<file path="src/rtl/rtc_cdtimer_pkg.sv">
package rtc_cdtimer_pkg;
  typedef enum logic [1:0] {
    SRC_4K  = 2'b00,
    SRC_64  = 2'b01,
    SRC_1   = 2'b10,
    SRC_MIN = 2'b11
  } tsrc_e;
endpackage

</file>
<file path="src/rtl/rtc_min_div.sv">
module rtc_min_div #(
  parameter int DIV = 60,
  localparam int W  = $clog2(DIV)
) (
  input  logic         clk_i,
  input  logic         rst_ni,
  input  logic         clr_i,
  input  logic         tick_i,
  output logic         tick_o,
  output logic [W-1:0] cnt_o
);
  localparam logic [W-1:0] LAST = W'(DIV - 1);

  logic [W-1:0] cnt_q;

  always_ff @(posedge clk_i or negedge rst_ni) begin
    if (!rst_ni)     cnt_q <= '0;
    else if (clr_i)  cnt_q <= '0;
    else if (tick_i) cnt_q <= (cnt_q == LAST) ? '0 : cnt_q + 1'b1;
  end

  assign tick_o = tick_i && (cnt_q == LAST);
  assign cnt_o  = cnt_q;
endmodule

</file>
<file path="src/rtl/rtc_tick_mux.sv">
module rtc_tick_mux
  import rtc_cdtimer_pkg::*;
#(
  parameter int NSRC = 4,
  localparam int SW  = $clog2(NSRC)
) (
  input  logic [NSRC-1:0] ticks_i,
  input  logic [SW-1:0]   sel_i,
  output logic            tick_o
);
  logic [NSRC-1:0] hit;

  for (genvar g = 0; g < NSRC; g++) begin : g_src
    assign hit[g] = ticks_i[g] && (sel_i == SW'(g));
  end

  assign tick_o = |hit;
endmodule

</file>
<file path="src/rtl/rtc_cd_core.sv">
module rtc_cd_core #(
  parameter int CNT_W = 8
) (
  input  logic             clk_i,
  input  logic             rst_ni,
  input  logic             en_i,
  input  logic             tick_i,
  input  logic [CNT_W-1:0] reload_i,
  input  logic             wr_load_i,
  input  logic [CNT_W-1:0] wr_val_i,
  input  logic             en_load_i,
  input  logic             clr_i,
  output logic [CNT_W-1:0] cnt_o,
  output logic             flag_o
);
  localparam logic [CNT_W-1:0] ONE = CNT_W'(1);

  logic [CNT_W-1:0] cnt_q, cnt_d;
  logic             flag_q, fire;
  logic             live;

  // Timer runs only with a nonzero reload and a nonzero count.
  assign live = en_i && tick_i && (reload_i != '0) && (cnt_q != '0);

  always_comb begin
    cnt_d = cnt_q;
    fire  = 1'b0;
    if (wr_load_i && en_i) begin
      cnt_d = wr_val_i;
    end else if (en_load_i) begin
      cnt_d = reload_i;
    end else if (live) begin
      if (cnt_q == ONE) begin
        cnt_d = reload_i;
        fire  = 1'b1;
      end else begin
        cnt_d = cnt_q - ONE;
      end
    end
  end

  always_ff @(posedge clk_i or negedge rst_ni) begin
    if (!rst_ni) begin
      cnt_q  <= '0;
      flag_q <= 1'b0;
    end else begin
      cnt_q <= cnt_d;
      if (fire)       flag_q <= 1'b1;
      else if (clr_i) flag_q <= 1'b0;
    end
  end

  assign cnt_o  = cnt_q;
  assign flag_o = flag_q;
endmodule

</file>
<file path="src/rtl/rtc_cdtimer.sv">
module rtc_cdtimer
  import rtc_cdtimer_pkg::*;
#(
  parameter int CNT_W   = 8,
  parameter int MIN_DIV = 60
) (
  input  logic             clk_i,
  input  logic             rst_ni,
  input  logic             tick_4k_i,
  input  logic             tick_64_i,
  input  logic             tick_1_i,
  input  logic             src_we_i,
  input  logic [1:0]       src_wdata_i,
  input  logic             reload_we_i,
  input  logic [CNT_W-1:0] reload_wdata_i,
  input  logic             ctrl_we_i,
  input  logic             en_wdata_i,
  input  logic             ie_wdata_i,
  input  logic             flag_we_i,
  input  logic             flag_wdata_i,
  output logic             flag_o,
  output logic             irq_o,
  output logic [CNT_W-1:0] count_o
);
  localparam int MW = $clog2(MIN_DIV);

  tsrc_e            src_q;
  logic             en_q, ie_q;
  logic [CNT_W-1:0] reload_q;
  logic             tick_min, sel_tick;
  logic [MW-1:0]    min_cnt;
  logic             flag;

  always_ff @(posedge clk_i or negedge rst_ni) begin
    if (!rst_ni) begin
      src_q    <= SRC_MIN;
      en_q     <= 1'b0;
      ie_q     <= 1'b0;
      reload_q <= '0;
    end else begin
      if (src_we_i)    src_q    <= tsrc_e'(src_wdata_i);
      if (reload_we_i) reload_q <= reload_wdata_i;
      if (ctrl_we_i) begin
        en_q <= en_wdata_i;
        ie_q <= ie_wdata_i;
      end
    end
  end

  rtc_min_div #(.DIV(MIN_DIV)) u_min (
    .clk_i  (clk_i),
    .rst_ni (rst_ni),
    .clr_i  (src_we_i),
    .tick_i (tick_1_i),
    .tick_o (tick_min),
    .cnt_o  (min_cnt)
  );

  rtc_tick_mux #(.NSRC(4)) u_mux (
    .ticks_i ({tick_min, tick_1_i, tick_64_i, tick_4k_i}),
    .sel_i   (src_q),
    .tick_o  (sel_tick)
  );

  rtc_cd_core #(.CNT_W(CNT_W)) u_core (
    .clk_i     (clk_i),
    .rst_ni    (rst_ni),
    .en_i      (en_q),
    .tick_i    (sel_tick),
    .reload_i  (reload_q),
    .wr_load_i (reload_we_i),
    .wr_val_i  (reload_wdata_i),
    .en_load_i (ctrl_we_i && en_wdata_i && !en_q),
    .clr_i     (flag_we_i && !flag_wdata_i),
    .cnt_o     (count_o),
    .flag_o    (flag)
  );

  assign flag_o = flag;
  assign irq_o  = flag && ie_q;
endmodule

</file>
<file path="config.mk">
export PLATFORM = sky130hd
export DESIGN_NAME = rtc_cdtimer
export DESIGN_NICKNAME = d
export VERILOG_FILES = /design/src/rtl/rtc_cdtimer_pkg.sv /design/src/rtl/rtc_min_div.sv /design/src/rtl/rtc_tick_mux.sv /design/src/rtl/rtc_cd_core.sv /design/src/rtl/rtc_cdtimer.sv
export SDC_FILE = /design/constraint.sdc
export NUM_CORES = 1
export LEC_CHECK = 0
export BUFFER_PORTS_ARGS = -buffer_cell sky130_fd_sc_hd__buf_2
export CORE_MARGIN = 3
export CORE_UTILIZATION = 54
export CTS_BUF_LIST = sky130_fd_sc_hd__clkbuf_4 sky130_fd_sc_hd__clkbuf_8 sky130_fd_sc_hd__clkbuf_16
export DETAILED_ROUTE_END_ITERATION = 6
export PLACE_DENSITY = 0.87
export SYNTH_ARGS = -nofsm -noshare
export SYNTH_HDL_FRONTEND = slang
export SYNTH_SLANG_ARGS = --single-unit
</file>
<file path="constraint.sdc">
create_clock -name clk_i -period 2.63 [get_ports clk_i]
set_input_delay 0.6575 -clock clk_i [delete_from_list [all_inputs] [get_ports clk_i]]
set_output_delay 0.6575 -clock clk_i [all_outputs]
set_load 0.02 [all_outputs]
</file>
==> summary.md, run 1 <==
| Metric | Value |
|---|---|
| Lkg Pwr | `0.772 nW` |
| IO Pins | `32` |
| Final HPWL DP | `2520 um` |
| Placement Rows | `18` |
| Fin crit period | `2070 ps` |
| Slew Limit Fails | `0` |
| Final Non-Filler Cells | `209` |
| FILL cells | `209` |
| Max Freq | `482 MHz` |
| FF/Latch Area | `678 um^2` |
| Synth Flop Type | `dfrtp_1` |
| Vias in the first global route | `1274` |
| Slowest cell on the critical path | `dfrtp_1` |
| Die Wd | `59.5 um` |
| Max IR drop VDD | `0.555 mV` |
| CTS sink count | `27` |
| Final Skew | `1.15 ps` |
| Iter 0 DRT Violations | `83` |
| Synthesized net count | `173` |
| Post-Synthesis Cells | `148` |
| Final antenna-violating net count | `0` |
| PortBufs | `31` |
| Resize count post-CTS | `0` |
| Setup slack, reg-to-reg | `560 ps` |
| WS Path Type | `flop to flop` |
| 1st-pass router iterations | `4` |
| Post-placement cell count | `205` |
| Slew @ Worst Pin | `669 ps` |
| RSZ-0062 raised after global routing | `no` |
| DIE AREA | `3540 um^2` |
| Post-synth EDFFs | `0` |
| CTS Buf Count | `3` |
| Synth warnings | `0` |
| Core area | `2590 um^2` |
| Ranking of synthesized cells by area | `dfrtp_1, mux2_2, nand2_1, dfstp_2, mux2i_1` |
| Setup bufs post-CTS | `0` |
| Slew headroom | `54.9%` |
| Post-synthesis async set-or-reset flop share | `100%` |
| Final worst-path cycle share | `78.9%` |
| Post-Syn Area per Cell | `10.4 um^2` |
| Die Y-Extent | `59.5 um` |
| Library cells used by synthesis | `42` |
| Worst-path clk slew | `130 ps` |
| Area leader, netlist | `dfrtp_1` |
| Number of diodes | `0` |
| Routability Congestion | `0.830` |
| WP data required | `2850 ps` |
| Largest net degree at the start of global routing | `28` |
| H-tree level count | `1` |
| Worst min path class | `input port to async pin` |
| Setup crit end kind | `flop` |
| Top cell type's share of synthesized area | `40.5%` |
| Crit-path leading delay family | `flip-flops` |
| Sequential fraction of the synthesis area | `43.9%` |
| Status | `finished, final reports clean` |
| DRC viols | `0` |
| PwrDens | `790 nW/um^2` |
| Mean routed wirelength per cell | `15.3 um` |
| Initial antenna violation count | `0` |
| CP Cell Sequence | `inv_1, ha_1, nor3b_1, buf_4, nand2_1, a31oi_4, mux2_2` |
| Global-route congestion overflow total | `0` |
| Layout area overhead | `12.9%` |
| CTS max path bufs | `2` |
| CTS Hold Bufs | `0` |
| Total GRT Usage | `20.7%` |
| Routed via count | `1254` |
| Flops & latches, synth | `27` |
| Final Net Count | `205` |
| Clock latency on the worst-skew pair | `320 ps` |
| TritonCTS clock tree | `yes` |
| Multi-input logic area | `818 um^2` |
| Max Cap Viol | `0` |
| CTS root buffer | `clkbuf_4` |
| Startpoint types | `flop` |
| Setup tns final | `0 ps` |
| Fin. Hold Viols | `0` |
| Final setup viols | `0` |
| Initial Util | `59.7%` |
| Mapped Area | `1550 um^2` |
| Critical path arrival | `2290 ps` |
| First-pass GRT wire length | `5640 um` |
| Buffers and inverters on the worst path | `2` |
| WL final | `3200 um` |
| Layout cells sized above 1 | `35.2%` |
| Via-per-instance ratio | `6.00` |
| Crit Path Max Fanout | `7` |
| Slowest Stage Delay on Critical Path | `480 ps` |
==> state kept, by name, summed over array words and instances (netlist names) <==
register,count
ie_q,1
reload_q,8
u_core.flag_o,1
u_min.cnt_o,6
src_q,2
en_q,1
u_core.cnt_o,8
==> logic make-up (layout without fill, tap and decap cells) <==
family | count (synthesis) | in the layout | synth area share (%)
AO/OA/AOI/OAI | 31 | 31 | 15.2
XOR/XNOR | 5 | 5 | 2.83
adder cells (fa/ha/maj) | 3 | 3 | 2.43
buffers and inverters | 10 | 41 | 3.24
flip-flops | 27 | 27 | 43.9
multiplexers | 23 | 23 | 16.4
AND/OR/NAND/NOR | 49 | 49 | 16.0
==> report_power, final <==
group | leakage, nW | internal [W] | switching, W
registers | 0.332 | 0.000500 | 0.000113
logic | 0.422 | 0.000272 | 0.000310
clock network | 0.0184 | 0.0000697 | 0.000114
total | 0.772 | 0.000842 | 0.000538
==> worst paths after layout <==
kind                            startpoint              end  depth (start not counted)
setup / recovery           u_core.cnt_o[0]  u_core.cnt_o[1]                          7
hold / removal                      rst_ni  u_core.cnt_o[3]                          1
setup reg to reg           u_core.cnt_o[0]  u_core.cnt_o[1]                          7
hold reg to reg                reload_q[0]      reload_q[0]                          1
max in group asynchronous           rst_ni         src_q[1]                          1
min in group clk_i             reload_q[0]      reload_q[0]                          1
==> through the flow <==
stage / total power, W / util, % / setup slack (ps) / cell area (um^2) / hold WS [ps]
2_1_floorplan: 0.00101 / - / 549 / 1550 / 362
3_3_place_gp: 0.00118 / 66.2 / 608 / 1720 / 481
3_5_place_dp: 0.00120 / 66.2 / 554 / 1720 / 515
4_1_cts: 0.00139 / 67.4 / 579 / 1750 / 319
5_1_grt: 0.00149 / 67.4 / 407 / 1750 / 336
6_report: 0.00138 / 67.4 / 556 / 1750 / 318
==> cell type report <==
| class | count | share of cell area (%) |
|---|---|---|
| timing repair buffer | 32 | 9.32 |
| inverter | 5 | 1.08 |
| sequential | 27 | 38.9 |
| multi-input combinational | 111 | 46.9 |
| clock buffer | 4 | 1.72 |
| tap | 30 | 2.15 |
==> Yosys cell counts (3+ instances only) <==
library cell,count
ha_1,3
mux2_2,19
a21oi_1,6
o21ai_0,6
nand3_1,7
or4_1,3
nand2_1,17
mux2i_1,4
xnor2_1,3
inv_1,5
nand3b_1,3
nor2_1,8
dfrtp_1,25
==> layout by cell type, fill, tap and decap left out, types with 2 or more instances in the layout <==
cell / synthesis / layout
a21oi_1: 6 / 6
buf_2: 1 / 31
dfrtp_1: 25 / 25
dfstp_2: 2 / 2
nor3b_1: 2 / 2
nand3_1: 7 / 7
mux2i_1: 4 / 4
nand3b_1: 3 / 3
ha_1: 3 / 3
xor2_1: 2 / 2
mux2_2: 19 / 19
nor3_1: 2 / 2
a31oi_1: 2 / 2
o21ai_0: 6 / 6
inv_1: 5 / 5
nor4_1: 2 / 2
o311ai_0: 2 / 2
o211ai_1: 2 / 2
nor2_1: 8 / 8
clkbuf_4: 0 / 4
or4_1: 3 / 3
nand2_1: 17 / 17
and2_1: 2 / 2
xnor2_1: 3 / 3
==> metal layers <==
layer,track usage [%],wire [um],share of wire (%)
met1,25.7,1320,41
met2,35.1,1690,53
met3,2.83,135,4.2
met4,10.4,57,1.8
met5,0,0,0
(Power assumes the default switching activity.)
==> run 2, diff against run 1 <==
- clock period: 2.63 -> 2.1 ns (I/O delays scaled with it)
==> run 2 against run 1 <==
Routed wire length increased by 1.3%. Via count about the same. Final cell count increased by 1.4%. Largest power group unchanged. Design area increased by 1.6%. Total power increased by 27%. Setup slack got worse by 490 ps. Maximum frequency increased by 2.1%. Clock skew increased by 1.6 ps.
==> summary.md, run 2 (same netlist as run 1, synthesis figures left out) <==
| Metric | Value |
|---|---|
| H-tree level count | `1 (unchanged)` |
| Number of diodes | `0 (unchanged)` |
| Placement Rows | `18 (unchanged)` |
| Iter 0 DRT Violations | `45 (-46%)` |
| Sequential share of power | `44.2% (-0.2 points)` |
| Fin crit period | `2030 ps (-42.8 ps)` |
| Net Sw Frac | `38.7% (-0.26 points)` |
| Commonest non-fill, non-tap cell in the layout | `buf_2` |
| Max IR drop VDD | `0.698 mV (+26%)` |
| Setup tns final | `0 ps (unchanged)` |
| Fin. Hold Viols | `0 (unchanged)` |
| Critical path arrival | `2250 ps (-40 ps)` |
| Reg-to-Reg End | `u_core.cnt_o[6]` |
| Final Skew | `2.70 ps (+1.56 ps)` |
| WS Path Type | `flop to flop` |
| CP Cell Sequence | `or4_1, o21ai_1, a31oi_2, a31oi_4, mux2_2` |
| IO Pins | `32 (unchanged)` |
| CTS sink count | `27 (unchanged)` |
| Final setup viols | `0 (unchanged)` |
| Layout cells sized above 1 | `36.8% (+1.6 points)` |
| CTS max path bufs | `2 (unchanged)` |
| RSZ-0062 raised after global routing | `no` |
| Final antenna-violating net count | `0 (unchanged)` |
| PortBufs | `31 (unchanged)` |
| Global-route congestion overflow total | `0 (unchanged)` |
| PwrDens | `985 nW/um^2 (+25%)` |
| Final HPWL DP | `2630 um (+4.1%)` |
| Die Y-Extent | `59.5 um (unchanged)` |
| DRC viols | `0 (unchanged)` |
| Setup bufs post-CTS | `0 (unchanged)` |
| WP data required | `2320 ps (-530 ps)` |
| Setup slack, reg-to-reg | `70 ps (-490 ps)` |
| Slowest Stage Delay on Critical Path | `530 ps (+50 ps)` |
| CP Capture Point | `u_core.cnt_o[6]` |
| Total GRT Usage | `21.0% (+0.28 points)` |
| TritonCTS clock tree | `yes` |
| Routed via count | `1253 (-0.080%)` |
| Crit Path Max Fanout | `7 (unchanged)` |
| Die Wd | `59.5 um (unchanged)` |
| Routability Congestion | `0.860 (+3.6%)` |
| Most frequent cells in the layout | `buf_2, dfrtp_1, mux2_2` |
| Startpoint types | `flop` |
| WL final | `3240 um (+1.3%)` |
| Reg2reg start | `reload_q[2]` |
| Post-route setup slack | `68.3 ps (-487 ps)` |
| Initial antenna violation count | `0 (unchanged)` |
| Largest net degree at the start of global routing | `28 (unchanged)` |
| Worst Setup SP | `reload_q[2]` |
| Clock Power Share | `13.2% (about the same)` |
| Psw | `0.000676 W (+26%)` |
| Worst min path class | `input port to async pin` |
| Mean routed wirelength per cell | `15.3 um (-0.12%)` |
| Internal | `0.00107 W (+27%)` |
| Comb power frac | `42.6% (+0.4 points)` |
| Pre-CTS WS | `89.9 ps (-464 ps)` |
| First-pass GRT wire length | `5600 um (-0.74%)` |
| Clock latency on the worst-skew pair | `320 ps (about the same)` |
| Setup crit end kind | `flop` |
| Final worst-path cycle share | `96.7% (+18 points)` |
| Slew headroom | `54.7% (-0.22 points)` |
| Final Net Count | `208 (+1.5%)` |
| Status | `finished, final reports clean` |
| Via-per-instance ratio | `5.91 (-1.5%)` |
| Max Freq | `492 MHz (+2.1%)` |
| Max Cap Viol | `0 (unchanged)` |
| Hold slack | `183 ps (-135 ps)` |
| DIE AREA | `3540 um^2 (unchanged)` |
| R2R depth | `5 (-2)` |
| Vias in the first global route | `1296 (+1.7%)` |
| Layout area overhead | `14.6%` |
| Slowest cell on the critical path | `or4_1` |
| 1st-pass router iterations | `4 (unchanged)` |
| CTS root buffer | `clkbuf_4` |
| Initial Util | `59.7% (unchanged)` |
| CTS Buf Count | `3 (unchanged)` |
| Core area | `2590 um^2 (unchanged)` |
| Worst-path clk slew | `130 ps (about the same)` |
| Lkg Pwr | `0.789 nW (+2.2%)` |
| Slew @ Worst Pin | `672 ps (+3.31 ps)` |
| Slew Limit Fails | `0 (unchanged)` |
-- run 2: cell types whose count changed in the layout (fill, tap and decap cells not counted) --
cell / change
nor3b_1: -1
buf_4: +3
nor3b_2: +1
-- run 2: critical path: cells and delay by family, from the launching register on --
family | cells | cell delay (ps)
AO/OA/AOI/OAI | 3 | 590
AND/OR/NAND/NOR | 1 | 530
flip-flops | 1 | 430
multiplexers | 1 | 380
-- run 2: stage by stage --
stage	power, W	cells	cell area, um^2	util (%)
floorplan	0.00127	148	1550	-
global placement	0.00149	208	1740	67.1
detailed placement	0.00152	208	1740	67.1
CTS	0.00176	212	1770	68.3
global route	0.00189	212	1770	68.5
finish	0.00175	212	1770	68.5
-- run 2: area by class of cell --
class | instances | area (um^2)
clock buffers | 4 | 30.0
repair buffers | 35 | 185
well taps | 30 | 37.5
multi-input cells | 111 | 823
fillers | 197 | 817
inverters | 5 | 18.8
flip-flops and latches | 27 | 678
-- run 2: worst min-delay path by stage --
stage | from | endpoint | slack (ps) | cells after the start
2_1_floorplan | rst_ni | en_q | 230 | 0
3_5_place_dp | ie_q | ie_q | 500 | 1
3_3_place_gp | ie_q | ie_q | 480 | 1
6_report | rst_ni | u_core.cnt_o[0] | 180 | 1
5_1_grt | rst_ni | u_core.cnt_o[1] | 210 | 1
4_1_cts | rst_ni | u_core.flag_o | 190 | 1
-- run 2: power by group through the flow --
stage               combinational [W]  clock (W)  sequential [W]
CTS                          0.000745   0.000244        0.000768
global placement             0.000725          0        0.000765
detailed placement           0.000740          0        0.000780
global route                 0.000828   0.000261        0.000797
finish                       0.000744   0.000231        0.000772
floorplan                    0.000425          0        0.000846
-- run 2: repair_timing --
action                                  CTS  global route
endpoints found under the setup margin    0             7
hold buffers                              0             0
gates resized for setup                   0             1
-- run 2: per-layer routing --
layer,track usage (%),part of all wire [%]
met5,0,0
met4,10.1,2.5
met3,2.18,3.1
met2,39.5,54
met1,23.2,40
